==> src/rtl/rbuf_pkg.sv <==
package rbuf_pkg;
  parameter int PTR_W = 32;
  localparam int MSB = PTR_W - 1;
  typedef logic [PTR_W-1:0] ptr_t;

  typedef enum logic [2:0] {
    SEL_BASE = 3'd0,
    SEL_END  = 3'd1,
    SEL_MARK = 3'd2,
    SEL_RD   = 3'd3,
    SEL_WR   = 3'd4
  } cfg_sel_e;

  // address part of a pointer, wrap flag cleared
  function automatic ptr_t addr_of(input ptr_t p);
    return {1'b0, p[MSB-1:0]};
  endfunction

  // pointer after one step, with wrap back to base
  function automatic ptr_t next_ptr(input ptr_t p, input ptr_t base,
                                    input ptr_t endp, input ptr_t step);
    ptr_t a;
    a = addr_of(p) + step;
    if (a > addr_of(endp)) return {~p[MSB], base[MSB-1:0]};
    return {p[MSB], a[MSB-1:0]};
  endfunction

  function automatic ptr_t buf_size(input ptr_t base, input ptr_t endp);
    return addr_of(endp) - addr_of(base) + 1;
  endfunction

  // bytes held between read and write pointer
  function automatic ptr_t fill_bytes(input ptr_t rd, input ptr_t wr,
                                      input ptr_t base, input ptr_t endp);
    if (rd[MSB] == wr[MSB]) return addr_of(wr) - addr_of(rd);
    return buf_size(base, endp) - (addr_of(rd) - addr_of(wr));
  endfunction
endpackage

==> src/rtl/rbuf_ptr_reg.sv <==
module rbuf_ptr_reg
  import rbuf_pkg::*;
#(
  parameter int STEP = 4
) (
  input  logic clk,
  input  logic rst_n,
  input  logic sw_we,
  input  ptr_t sw_val,
  input  logic adv,
  input  ptr_t base,
  input  ptr_t endp,
  output ptr_t ptr
);
  localparam ptr_t STEP_P = ptr_t'(STEP);

  always_ff @(posedge clk) begin
    if (!rst_n)      ptr <= '0;
    else if (sw_we)  ptr <= sw_val;
    else if (adv)    ptr <= next_ptr(ptr, base, endp, STEP_P);
  end
endmodule

==> src/rtl/rbuf_level.sv <==
module rbuf_level
  import rbuf_pkg::*;
#(
  parameter bit IS_PLAY = 1'b1
) (
  input  ptr_t rd,
  input  ptr_t wr,
  input  ptr_t base,
  input  ptr_t endp,
  input  ptr_t thresh,
  output ptr_t level,
  output logic empty,
  output logic full,
  output logic over_mark,
  output logic blocked
);
  localparam ptr_t FLIP = ptr_t'(1) << MSB;

  ptr_t filled;

  always_comb begin
    filled    = fill_bytes(rd, wr, base, endp);
    empty     = (rd == wr);
    full      = ((rd ^ wr) == FLIP);
    level     = IS_PLAY ? (buf_size(base, endp) - filled) : filled;
    over_mark = (level > thresh);
    blocked   = IS_PLAY ? empty : full;
  end
endmodule

==> src/rtl/rbuf_mark.sv <==
module rbuf_mark (
  input  logic clk,
  input  logic rst_n,
  input  logic rearm,
  input  logic over,
  output logic flag
);
  logic armed;

  always_ff @(posedge clk) begin
    if (!rst_n) begin
      armed <= 1'b0;
      flag  <= 1'b0;
    end else if (rearm) begin
      armed <= 1'b1;
      flag  <= 1'b0;
    end else if (armed && over) begin
      armed <= 1'b0;
      flag  <= 1'b1;
    end
  end


  mark_hold_chk: assert property (@(posedge clk) disable iff (!rst_n)
    flag && !rearm |=> flag);

  mark_clear_chk: assert property (@(posedge clk) disable iff (!rst_n)
    rearm |=> !flag);

  mark_cause_chk: assert property (@(posedge clk) disable iff (!rst_n)
    $rose(flag) |-> $past(over));
endmodule

==> src/rtl/rbuf_mark_tracker.sv <==
module rbuf_mark_tracker
  import rbuf_pkg::*;
#(
  parameter bit IS_PLAY = 1'b1,
  parameter int STEP    = 4
) (
  input  logic        clk,
  input  logic        rst_n,
  input  logic        cfg_we,
  input  logic [2:0]  cfg_sel,
  input  logic [31:0] cfg_wdata,
  input  logic        rearm,
  input  logic        eng_req,
  output logic        eng_ack,
  output logic [31:0] rd_ptr,
  output logic [31:0] wr_ptr,
  output logic [31:0] level,
  output logic [31:0] position,
  output logic        is_empty,
  output logic        is_full,
  output logic        mark_flag,
  output logic        xrun_err
);
  localparam cfg_sel_e HW_SEL = IS_PLAY ? SEL_RD : SEL_WR;

  ptr_t base_q, end_q, thr_q, hw_ptr;
  logic blocked, over_mark;
  logic adv_rd, adv_wr, hw_sw_we;

  always_ff @(posedge clk) begin
    if (!rst_n) begin
      base_q <= '0;
      end_q  <= '0;
      thr_q  <= '0;
    end else if (cfg_we) begin
      case (cfg_sel_e'(cfg_sel))
        SEL_BASE: base_q <= cfg_wdata;
        SEL_END:  end_q  <= cfg_wdata;
        SEL_MARK: thr_q  <= cfg_wdata;
        default:  ;
      endcase
    end
  end

  assign eng_ack  = eng_req && !blocked;
  assign hw_sw_we = cfg_we && (cfg_sel == HW_SEL);

  generate
    if (IS_PLAY) begin : g_play
      assign adv_rd = eng_ack;
      assign adv_wr = 1'b0;
      assign hw_ptr = rd_ptr;
    end else begin : g_cap
      assign adv_rd = 1'b0;
      assign adv_wr = eng_ack;
      assign hw_ptr = wr_ptr;
    end
  endgenerate

  rbuf_ptr_reg #(.STEP(STEP)) u_rd (
    .clk(clk), .rst_n(rst_n), .sw_we(cfg_we && cfg_sel == SEL_RD),
    .sw_val(cfg_wdata), .adv(adv_rd), .base(base_q), .endp(end_q), .ptr(rd_ptr));

  rbuf_ptr_reg #(.STEP(STEP)) u_wr (
    .clk(clk), .rst_n(rst_n), .sw_we(cfg_we && cfg_sel == SEL_WR),
    .sw_val(cfg_wdata), .adv(adv_wr), .base(base_q), .endp(end_q), .ptr(wr_ptr));

  rbuf_level #(.IS_PLAY(IS_PLAY)) u_lvl (
    .rd(rd_ptr), .wr(wr_ptr), .base(base_q), .endp(end_q), .thresh(thr_q),
    .level(level), .empty(is_empty), .full(is_full),
    .over_mark(over_mark), .blocked(blocked));

  rbuf_mark u_mark (
    .clk(clk), .rst_n(rst_n), .rearm(rearm), .over(over_mark), .flag(mark_flag));

  assign position = addr_of(hw_ptr) - addr_of(base_q);

  always_ff @(posedge clk) begin
    if (!rst_n) xrun_err <= 1'b0;
    else        xrun_err <= eng_req && blocked;
  end


  refused_stable_chk: assert property (@(posedge clk) disable iff (!rst_n)
    eng_req && !eng_ack && !hw_sw_we |=> $stable(hw_ptr));

  xrun_flag_chk: assert property (@(posedge clk) disable iff (!rst_n)
    eng_req && !eng_ack |=> xrun_err);

  advance_step_chk: assert property (@(posedge clk) disable iff (!rst_n)
    eng_ack && !hw_sw_we && !cfg_we |=>
      ((addr_of(hw_ptr) == addr_of($past(hw_ptr)) + ptr_t'(STEP)) &&
       (hw_ptr[MSB] == $past(hw_ptr[MSB]))) ||
      ((addr_of(hw_ptr) == addr_of(base_q)) && (hw_ptr[MSB] != $past(hw_ptr[MSB]))));

  empty_full_excl_chk: assert property (@(posedge clk) disable iff (!rst_n)
    !(is_empty && is_full));
endmodule

==> config.mk <==
export PLATFORM = sky130hd
export DESIGN_NAME = rbuf_mark_tracker
export DESIGN_NICKNAME = d
export VERILOG_FILES = /design/src/rtl/rbuf_pkg.sv /design/src/rtl/rbuf_ptr_reg.sv /design/src/rtl/rbuf_level.sv /design/src/rtl/rbuf_mark.sv /design/src/rtl/rbuf_mark_tracker.sv
export SDC_FILE = /design/constraint.sdc
export NUM_CORES = 1
export LEC_CHECK = 0
export ABC_AREA = 1
export CAP_MARGIN = 10
export CORE_AREA = 2 2 200 202
export DETAILED_ROUTE_END_ITERATION = 8
export DIE_AREA = 0 0 202 204
export GPL_TIMING_DRIVEN = 0
export PLACE_DENSITY = 0.77
export SYNTH_ARGS = -nofsm -noshare
export SYNTH_HDL_FRONTEND = slang
export SYNTH_HIERARCHICAL = 1
export SYNTH_SLANG_ARGS = --single-unit
==> constraint.sdc <==
create_clock -name clk -period 8 [get_ports clk]
set_clock_uncertainty 0.15 [all_clocks]
set_input_delay 1.6 -clock clk [delete_from_list [all_inputs] [get_ports clk]]
set_output_delay 1.6 -clock clk [all_outputs]
set_load 0.1 [all_outputs]
==> impl_metrics.tcl <==
set metrics [dict create \
    status "finished, violations left" \
    violations "negative setup slack" \
    drc 0 \
    routed_wl_mm 84.7 \
    critPathMaxFanout 5 \
    critPathKind "reg -> out" \
    synth_area_sq_mm 0.0219 \
    setup_viol 3 \
    crit_arrival_ns 6.45 \
    die-area_sq_mm 0.0412 \
    track_usage_pct 39.3 \
    crit_path_start_kind "register" \
    initial_core_util_pct 55.8 \
    tightestPinTransition_ns 1.01 \
    fin_crit_ns 8.20 \
    num_rows 73 \
    cts_tree "built" \
    relSlewSlack_pct 32.5 \
    die_w_um 202 \
    clockBufferDepth 2 \
    place_congestion 0.976 \
    crit_buf_inv 6 \
    setup_ws_ns -0.202 \
    syn_area_per_cell_sq_um 6.34 \
    syn_inst 3449 \
    yosys_warnings 6 \
    grt_overflow 0 \
    clockRootBuffer "clkbuf_16" \
    slowest_stage "fa_1" \
    min_path_type "reg -> reg" \
    drv_slew 0 \
    r2r_setup_slack_ns 0.37 \
    cts_sinks 161 \
    htreeDepth 4 \
    critical_path_required_ns 6.25 \
    ios 173 \
    first_pass_iters 8 \
    drtIter0Drc 2681 \
    port_buffers 172 \
    wl_per_cell_um 19.8 \
    crit_family "simple AND/OR/NAND/NOR gates" \
    grt_pass1_wl_mm 125 \
    antenna_found_initial 1 \
    fp.dieH_um 204 \
    max_stage_delay_ns 0.47 \
    final_net_count 4100 \
    fin_util_pct 70.0 \
    first_global_vias 23300 \
    worst_setup_path_end_kind "primary output" \
    final_layout_size_suffix_gt1_share_pct 16.8 \
    core_sq_mm 0.0392 \
    timing.final.crit_share_pct 103 \
    hold_viol 0 \
    maxCapViolCount 0 \
    fmax_mhz 122 \
    cts_buffers 17 \
    antenna_left 0 \
    cts_hold_buf 0 \
    clk_latency_ns 0.48 \
    grt_setup_unrepaired "yes" \
    place_hpwl_mm 66.3 \
    path_clk_slew_ns 0.07 \
    via_count 24800 \
    grt_max_degree 17 \
    fill_cells 3472 \
    via_per_inst 5.80 \
    syn2layout_area_growth_pct 25.4 \
]
-- what timing repair did --
item,4_1_cts,5_1_grt
hold endpoints to repair,0,0
buffers inserted,53,45
endpoints found under the setup margin,27,27
resized for setup,311,224
pin swaps,64,119
-- flip-flops by register name, indices dropped and copies added (netlist names) --
name and flops:
end_q 31, u_mark/armed 1, xrun_err 1, thr_q 32, u_wr/ptr 32, u_rd/ptr 32, base_q 31, u_mark/flag 1
-- cell usage in the layout, fill, tap and decap left out, types with 14 or more instances in the layout --
cell type,instances
buf_4,101
nor2_2,25
nand2_4,20
ha_2,16
inv_1,597
a31oi_1,19
nor3_1,23
nand2_1,644
nand3_2,33
clkdlybuf4s50_1,147
a22oi_1,56
a21oi_4,16
nand3_1,149
ha_1,226
xor2_1,68
buf_6,14
nand2_2,61
buf_2,31
inv_2,26
dfxtp_1,135
nand3b_1,57
dfxtp_2,15
ha_4,43
xnor2_1,30
o21ai_0,141
a21oi_2,57
fa_1,34
a21oi_1,246
o21ai_1,43
clkbuf_16,17
a21o_1,16
clkbuf_1,42
nand4_1,44
nor2_1,344
-- stage by stage --
step           TNS, ns  cell area, sq um  setup WS [ns]  instances  hold WS, ns
6_report        -0.346             27400         -0.202       4279        0.317
5_1_grt          -3.27             27400         -0.444       4278        0.364
4_1_cts         -0.189             26100         -0.105       4233        0.320
3_5_place_dp    -21.78             24300          -1.76       4148        0.302
3_3_place_gp    -21.71             24300          -1.84       4148        0.308
2_1_floorplan        0             21900        0.00133       3451        0.295
-- routing by layer --
layer	GRT usage, %	routed length, um	vias to the layer above
met5	0	0	-
met4	24.3	5430	0
met3	5.58	7390	294
met2	65.9	38600	1291
met1	47.8	33200	11400
li1	-	-	11800
-- final cells by class --
type / instances / area, sq um / share of cell area, %
tap: 525 / 657 / 2.40
clock buffer: 19 / 433 / 1.58
sequential: 161 / 3280 / 12.0
timing repair buffer: 270 / 2510 / 9.15
clock inverter: 13 / 129 / 0.470
multi-input combinational: 2585 / 17600 / 64.4
antenna: 1 / 2.50 / 0.00913
buffer: 80 / 400 / 1.46
inverter: 625 / 2350 / 8.57
-- path summary, 6_finish.rpt --
path,endpoint,cells past startpoint,startpoint
max reg2reg,u_mark/armed,47,base_q[3]
min reg2reg,u_mark/flag,2,u_mark/flag
max,level[30],33,base_q[3]
min,u_mark/flag,2,u_mark/flag
-- worst register-to-register path: cells and delay by family, from the launching register on --
kind / cells / cell delay (ns)
AND/OR/NAND/NOR: 23 / 2.80
adder cells (fa/ha/maj): 6 / 1.94
AO/OA/AOI/OAI: 10 / 1.47
buffers and inverters: 7 / 0.60
flip-flops: 1 / 0.39
XOR/XNOR: 1 / 0.18
Power is not shown: default switching activity piles up to over one toggle a cycle in this logic, so the estimate is an artifact.
